--- config.mk ---
export PLATFORM = sky130hd
export DESIGN_NAME = prefix_scan
export DESIGN_NICKNAME = d
export VERILOG_FILES = /design/src/rtl/prefix_scan_pkg.sv /design/src/rtl/prefix_class.sv /design/src/rtl/vex_detect.sv /design/src/rtl/prefix_slots.sv /design/src/rtl/prefix_scan.sv
export SDC_FILE = /design/constraint.sdc
export NUM_CORES = 1
export LEC_CHECK = 0
export BUFFER_PORTS_ARGS = -buffer_cell sky130_fd_sc_hd__buf_2
export CAP_MARGIN = 40
export CORE_MARGIN = 5
export CORE_UTILIZATION = 62
export DETAILED_ROUTE_END_ITERATION = 12
export GPL_TIMING_DRIVEN = 0
export PLACE_DENSITY = 0.86
export SETUP_SLACK_MARGIN = 0.4
export SLEW_MARGIN = 40
export SYNTH_ARGS = -nofsm -noshare
export SYNTH_HDL_FRONTEND = slang
export SYNTH_SLANG_ARGS = --single-unit
--- constraint.sdc ---
create_clock -name clk_i -period 9.7 [get_ports clk_i]
set_input_delay 0.485 -clock clk_i [delete_from_list [all_inputs] [get_ports clk_i]]
set_output_delay 0.485 -clock clk_i [all_outputs]
set_load 0.01 [all_outputs]
--- src/rtl/prefix_scan_pkg.sv ---
package prefix_scan_pkg;

  typedef enum logic [2:0] {ST_IDLE, ST_LEG, ST_REX, ST_VEX, ST_DONE} scan_st_e;

  localparam logic [7:0] OPSZ_BYTE = 8'h66;
  localparam logic [7:0] ADSZ_BYTE = 8'h67;
  localparam logic [7:0] VEX3_LEAD = 8'hC4;
  localparam logic [7:0] VEX2_LEAD = 8'hC5;

  function automatic logic is_legacy(input logic [7:0] b);
    case (b)
      8'h26, 8'h2E, 8'h36, 8'h3E, 8'h64, 8'h65,
      8'h66, 8'h67, 8'hF0, 8'hF2, 8'hF3: return 1'b1;
      default:                            return 1'b0;
    endcase
  endfunction

endpackage

--- src/rtl/prefix_class.sv ---
module prefix_class
  import prefix_scan_pkg::*;
(
  input  logic [7:0] byte_i,
  output logic       legacy_o,
  output logic       opsz_o,
  output logic       adsz_o,
  output logic       rex_o
);
  assign legacy_o = is_legacy(byte_i);
  assign opsz_o   = byte_i == OPSZ_BYTE;
  assign adsz_o   = byte_i == ADSZ_BYTE;
  assign rex_o    = byte_i[7:4] == 4'h4;
endmodule

--- src/rtl/vex_detect.sv ---
module vex_detect
  import prefix_scan_pkg::*;
#(
  parameter int CW = 4
) (
  input  logic          mode64_i,
  input  logic [7:0]    lead_i,
  input  logic [7:0]    mid_i,
  input  logic [7:0]    tail_i,
  input  logic [CW-1:0] room_i,
  output logic [1:0]    len_o,
  output logic          wide_o
);
  logic [1:0] raw_len;
  logic       mod_ok;

  assign mod_ok = mode64_i || (mid_i[7:6] == 2'b11);

  always_comb begin
    raw_len = 2'd0;
    if (lead_i == VEX3_LEAD)      raw_len = 2'd3;
    else if (lead_i == VEX2_LEAD) raw_len = 2'd2;
    if (!mod_ok || ({{(CW-2){1'b0}}, raw_len} > room_i)) raw_len = 2'd0;
  end

  assign len_o  = raw_len;
  assign wide_o = (raw_len == 2'd3) && mode64_i && tail_i[7];
endmodule

--- src/rtl/prefix_slots.sv ---
module prefix_slots #(
  parameter int NSLOT = 4
) (
  input  logic               clk_i,
  input  logic               rst_ni,
  input  logic               clear_i,
  input  logic               push_i,
  input  logic               fix_i,
  input  logic [7:0]         byte_i,
  input  logic [7:0]         last_i,
  output logic               hit_o,
  output logic               full_o,
  output logic [NSLOT*8-1:0] slots_o
);
  localparam int NW  = $clog2(NSLOT + 1);
  localparam int TOP = NSLOT - 1;

  logic [7:0]       slot_q [NSLOT];
  logic [NW-1:0]    nb_q;
  logic [NSLOT-1:0] match;

  for (genvar g = 0; g < NSLOT; g++) begin : g_slot
    assign match[g]          = (NW'(g) < nb_q) && (slot_q[g] == byte_i);
    assign slots_o[g*8 +: 8] = slot_q[g];
  end

  assign hit_o  = |match;
  assign full_o = nb_q == NW'(NSLOT);

  always_ff @(posedge clk_i or negedge rst_ni) begin
    if (!rst_ni) begin
      nb_q <= '0;
      for (int i = 0; i < NSLOT; i++) slot_q[i] <= '0;
    end else if (clear_i) begin
      nb_q <= '0;
      for (int i = 0; i < NSLOT; i++) slot_q[i] <= '0;
    end else if (push_i) begin
      for (int i = 0; i < NSLOT; i++)
        if (NW'(i) == nb_q) slot_q[i] <= byte_i;
      nb_q <= nb_q + NW'(1);
    end else if (fix_i && (last_i != 8'h00) && (last_i != slot_q[TOP])) begin
      // last-seen prefix goes to the top slot; old top takes its place
      for (int i = 0; i < TOP; i++)
        if ((slot_q[i] == last_i) && (slot_q[TOP] != 8'h00)) slot_q[i] <= slot_q[TOP];
      slot_q[TOP] <= last_i;
    end
  end
endmodule

--- src/rtl/prefix_scan.sv ---
module prefix_scan
  import prefix_scan_pkg::*;
#(
  parameter int WIN_BYTES = 16,
  parameter int MAX_LEN   = 15,
  parameter int NSLOT     = 4
) (
  input  logic                         clk_i,
  input  logic                         rst_ni,
  input  logic                         start_i,
  input  logic                         mode64_i,
  input  logic [WIN_BYTES*8-1:0]       win_i,
  output logic                         done_o,
  output logic                         invalid_o,
  output logic [$clog2(MAX_LEN+1)-1:0] pfx_cnt_o,
  output logic [NSLOT*8-1:0]           pfx_slots_o,
  output logic                         rex_valid_o,
  output logic [7:0]                   rex_o,
  output logic [1:0]                   vex_len_o,
  output logic [23:0]                  vex_o,
  output logic [3:0]                   opnd_size_o,
  output logic [3:0]                   addr_size_o,
  output logic [$clog2(MAX_LEN+1)-1:0] opc_ofs_o
);
  localparam int CW = $clog2(MAX_LEN + 1);
  localparam int WW = WIN_BYTES * 8;

  scan_st_e        st_q;
  logic [WW-1:0]   win_q, win_sh;
  logic            m64_q;
  logic [CW-1:0]   ptr_q, cnt_q, room;
  logic [7:0]      last_q, b0, b1, b2;
  logic [3:0]      opnd_q, addr_q;
  logic            inv_q, rex_v_q;
  logic [7:0]      rex_q;
  logic [1:0]      vlen_q, vlen;
  logic [23:0]     vex_q;
  logic            is_leg, is_opsz, is_adsz, is_rex, vex_w;
  logic            hit, full, at_limit, in_leg;
  logic            take_leg, push, stop_leg, stop_bad, clear;

  assign win_sh = win_q >> {ptr_q, 3'b000};
  assign b0     = win_sh[7:0];
  assign b1     = win_sh[15:8];
  assign b2     = win_sh[23:16];
  assign room   = CW'(MAX_LEN) - ptr_q;

  prefix_class u_cls (
    .byte_i  (b0),
    .legacy_o(is_leg),
    .opsz_o  (is_opsz),
    .adsz_o  (is_adsz),
    .rex_o   (is_rex)
  );

  vex_detect #(.CW(CW)) u_vex (
    .mode64_i(m64_q),
    .lead_i  (b0),
    .mid_i   (b1),
    .tail_i  (b2),
    .room_i  (room),
    .len_o   (vlen),
    .wide_o  (vex_w)
  );

  assign in_leg   = st_q == ST_LEG;
  assign at_limit = ptr_q == CW'(MAX_LEN);
  assign take_leg = in_leg && !at_limit && is_leg && (hit || !full);
  assign push     = take_leg && !hit;
  assign stop_bad = in_leg && (at_limit || (is_leg && !hit && full));
  assign stop_leg = in_leg && !take_leg;
  assign clear    = (st_q == ST_IDLE) && start_i;

  prefix_slots #(.NSLOT(NSLOT)) u_slots (
    .clk_i  (clk_i),
    .rst_ni (rst_ni),
    .clear_i(clear),
    .push_i (push),
    .fix_i  (stop_leg),
    .byte_i (b0),
    .last_i (last_q),
    .hit_o  (hit),
    .full_o (full),
    .slots_o(pfx_slots_o)
  );

  always_ff @(posedge clk_i or negedge rst_ni) begin
    if (!rst_ni) begin
      st_q    <= ST_IDLE;
      win_q   <= '0;
      m64_q   <= 1'b0;
      ptr_q   <= '0;
      cnt_q   <= '0;
      last_q  <= '0;
      opnd_q  <= 4'd4;
      addr_q  <= 4'd4;
      inv_q   <= 1'b0;
      rex_v_q <= 1'b0;
      rex_q   <= '0;
      vlen_q  <= '0;
      vex_q   <= '0;
    end else begin
      unique case (st_q)
        ST_IDLE: if (start_i) begin
          win_q   <= win_i;
          m64_q   <= mode64_i;
          ptr_q   <= '0;
          cnt_q   <= '0;
          last_q  <= '0;
          opnd_q  <= 4'd4;
          addr_q  <= mode64_i ? 4'd8 : 4'd4;
          inv_q   <= 1'b0;
          rex_v_q <= 1'b0;
          rex_q   <= '0;
          vlen_q  <= '0;
          vex_q   <= '0;
          st_q    <= ST_LEG;
        end
        ST_LEG: begin
          if (take_leg) begin
            ptr_q  <= ptr_q + CW'(1);
            cnt_q  <= cnt_q + CW'(1);
            last_q <= b0;
            if (push && is_adsz) addr_q <= addr_q ^ (m64_q ? 4'd12 : 4'd6);
            if (push && is_opsz) opnd_q <= opnd_q ^ 4'd6;
          end else if (stop_bad) begin
            inv_q <= 1'b1;
            st_q  <= ST_DONE;
          end else begin
            st_q <= m64_q ? ST_REX : ST_VEX;
          end
        end
        ST_REX: begin
          if (is_rex && !at_limit) begin
            rex_v_q <= 1'b1;
            rex_q   <= b0;
            ptr_q   <= ptr_q + CW'(1);
            if (b0[3]) opnd_q <= 4'd8;
          end
          st_q <= ST_VEX;
        end
        ST_VEX: begin
          if (vlen != 2'd0) begin
            vlen_q <= vlen;
            vex_q  <= {(vlen == 2'd3) ? b2 : 8'h00, b1, b0};
            ptr_q  <= ptr_q + CW'(vlen);
            if (vex_w) opnd_q <= 4'd8;
          end
          st_q <= ST_DONE;
        end
        default: st_q <= ST_IDLE;
      endcase
    end
  end

  assign done_o      = st_q == ST_DONE;
  assign invalid_o   = inv_q;
  assign pfx_cnt_o   = cnt_q;
  assign rex_valid_o = rex_v_q;
  assign rex_o       = rex_q;
  assign vex_len_o   = vlen_q;
  assign vex_o       = vex_q;
  assign opnd_size_o = opnd_q;
  assign addr_size_o = addr_q;
  assign opc_ofs_o   = ptr_q;
endmodule

==> results.toml <==
[floorplanning]
die_area_sq_mm = 0.0250
rows = 54
die_h_um = 158
die_w_um = 158
io_pins = 217
start_util_pct = 62.7
design.core.area_sq_mm = 0.0217

[synth]
ys_seq_elements = 225
synth.avg_cell_area_sq_um = 9.32
netlist_instances = 1459
netlist_area_sq_mm = 0.0136
ys_types = 87
synth_edf_count = 0
ys_seq_area_share_pct = 41.4
synth-async-reset-ratio_pct = 100
ys.flop_type = "dfrtp_1"
yosysWarnings = 0

[sta]
hold_ws_ns = 0.135
hold_viol_final = 0
slew_violations = 0
max_freq_ghz = 0.187
finClkSkew_ns = 0.0203
final.setup.tns_ns = 0
rsz0062_at_grt = "no"
layout_worst_path_cycle_share_pct = 55.3
tightest_slew_ns = 0.837
slew_headroom_pct = 43.1
fin_crit_ns = 5.36
setup_viol = 0

[critical_path]
startpoint = "opc_ofs_o[0]$_DFFE_PN0P_"
cp.arrival_ns = 5.83
worstSetupStartpointType = "flop"
cp_top_family = "simple AND/OR/NAND/NOR gates"
cp-end-kind = "flop"
path_cells = "buf_6 > buf_12 > buf_12 > nor2b_1 > clkbuf_1 > a22oi_1 > a31oi_1 > a31o_2 > buf_4 > or4_4 > nor2_1 > ha_1 > nor2b_1 > o2111ai_1 > nand3b_1 > nor2_1 > ha_1 > a21oi_1 > nor2b_1 > a211oi_1 > a31o_2"
r2r-start = "opc_ofs_o[0]$_DFFE_PN0P_"
critPathKind = "flop to flop"
critPathRequiredTime_ns = 10.17
critical_path.max_stage_delay_ns = 0.65
crit_buf_inv = 5
crit_top_cell = "nor2b_1"
crit_path_top_delay_cell = "nor2_1"
path_max_fanout = 10

[pwr]
power_switching_mw = 2.76
leakagePower_nw = 7.78
pwr-share-seq_pct = 30.0
pwr_density_cell_mw_per_mm2 = 370
pwr-share-clk_pct = 14.8
vdd.ir_drop.worst_v = 0.000254
netSwitchingFraction_pct = 47.0
p_int_mw = 3.12
power_mw = 5.88
share_comb_of_total_power_pct = 55.2

[layout]
nNetsFinal = 1846
fin_util_pct = 73.3
finalNonFillerCells = 2001
diodes = 0
areaGrowthSynthToFinish_pct = 17.0
final_common_cell = "nand2_1"
nFillCells = 1614
final_cell_mix = "477 x nand2_1, 232 x buf_2, 223 x dfrtp_1"
drive_gt1_share_pct = 23.8

[run_status]
status = "finished clean"

[grt]
grt-busiest-layer = "met2"
grt_pass1_vias = 12800
antenna_found_initial = 0
grt_max_degree = 80
track_usage_pct = 39.3
grtUsageMet2_pct = 65.8
overflow = 0
grtUsageMet1_pct = 47.7
grt_pass1_wl_um = 73800
grtUsageMet3_pct = 6.37

[clock_tree]
insertion_delay_ns = 0.53
cts_made_buffers = 24
h-tree-depth = 1
cts_tree = "yes"
post_cts_resize_count = 0
clock_path_buffers = 3
postCtsSetupBuffers = 0
cts_root_buf = "clkbuf_16"
cts_num_sinks = 225
clk_pin_slew_ns = 0.06

[place]
dp_hpwl_um = 37400
dp.cells = 1957
gp_routability_congestion = 1.03
io_buffer_count = 214

[worst_hold_path]
worstHoldStart = "mode64_i"
min_path_type = "input pin to flop"

[route]
vias = 12700
wirelength_um = 49300
drc = 0
via_per_inst = 6.33
drtIter0Drc = 1150
dr.pass1.iters = 6
ant_nets = 0
wl_per_cell_um = 24.7

[flow_run]
maxCapViolations = 0
## timing repair
item,4_1_cts,5_1_grt
endpoints found under the hold margin,29,0
hold buffers,1,0
setup endpoints to repair,0,0
## per-layer routing
layer | part of all wire (%) | wire, um
met1 | 35 | 17400
met2 | 49 | 24000
met3 | 8.4 | 4130
met4 | 7.7 | 3780
met5 | 0 | 0
## power by group through the flow
| stage | sequential, mW | clock [mW] | combinational [mW] |
|---|---|---|---|
| finish | 1.77 | 0.871 | 3.24 |
| global route | 1.78 | 0.917 | 3.48 |
| CTS | 1.73 | 0.875 | 3.18 |
| detailed placement | 1.75 | 0 | 3.15 |
| global placement | 1.73 | 0 | 3.08 |
| floorplan | 1.57 | 0 | 2.22 |
## cells by family after synthesis
logic type / share of synthesized area (%)
simple gates: 20.8
flops: 41.4
compound gates: 10.2
mux: 17.7
buf+inv: 4.74
xor+xnor: 4.19
fa+ha+maj: 0.884
other cells: 0.0276
## sequential cells by signal, indices dropped and copies added (netlist names), 3 cells and up
name and flops:
win_q 128, u_slots.slots_o 32, vex_o 24, last_q 8, rex_o 8, opc_ofs_o 4, pfx_cnt_o 4, addr_size_o 3
opnd_size_o 3, st_q 3, u_slots.nb_q 3
## cell type report
class | count | area (sq um) | area share [%]
Multi-Input combinational cell | 1100 | 7340 | 46.1
Sequential cell | 225 | 5630 | 35.4
Timing Repair Buffer | 219 | 1180 | 7.43
Clock buffer | 37 | 711 | 4.47
Buffer | 110 | 558 | 3.51
Tap cell | 280 | 350 | 2.20
Inverter | 25 | 95.1 | 0.598
Clock inverter | 5 | 35.0 | 0.220
## per-stage QoR
step | worst slack, ns | instance area, sq um
finish | 4.34 | 15900
global placement | 4.40 | 15000
global route | 4.16 | 15900
floorplan | 5.20 | 13600
detailed placement | 4.45 | 15100
CTS | 4.41 | 15900
## cell usage after synthesis, types with 4 or more instances
library cell	count	area [sq um]
a211oi_1	8	60.1
a21boi_0	4	30.0
a21boi_1	5	37.5
a21oi_1	51	255
a22oi_1	8	60.1
a31o_2	5	43.8
a31oi_1	4	25.0
and2_1	10	62.6
and3_1	12	75.1
buf_1	20	75.1
buf_2	17	85.1
buf_4	6	45.0
buf_6	8	90.1
clkbuf_1	57	214
dfrtp_1	223	5580
ha_1	8	100
inv_1	22	82.6
mux2_2	18	203
mux2i_1	78	781
mux4_2	58	1310
nand2_1	477	1790
nand2b_1	10	62.6
nand3_1	23	115
nand3b_1	4	30.0
nand4_1	12	75.1
nor2_1	49	184
nor2b_1	14	87.6
nor3_1	9	45.0
nor4_1	9	56.3
o21ai_0	47	235
o221ai_1	5	43.8
o22ai_1	23	144
o31ai_1	9	67.6
or2_2	4	25.0
or3_1	4	25.0
xnor2_1	53	464
xor2_1	12	105
## final timing paths
kind	to	slack (ns)	cells after the start
max in group asynchronous	win_q[96]$_DFFE_PN0P_	8.31	4
min in group asynchronous	u_slots.slots_o[16]$_DFFE_PN0P_	0.45	2
worst max-delay path	opc_ofs_o[3]$_DFFE_PN0P_	4.34	21
worst min-delay path	addr_size_o[2]$_DFFE_PN1P_	0.14	2
worst max register to register	opc_ofs_o[3]$_DFFE_PN0P_	4.34	21
worst min register to register	vex_len_o[1]$_DFFE_PN0P_	0.46	2
(Power assumes the default switching activity.)
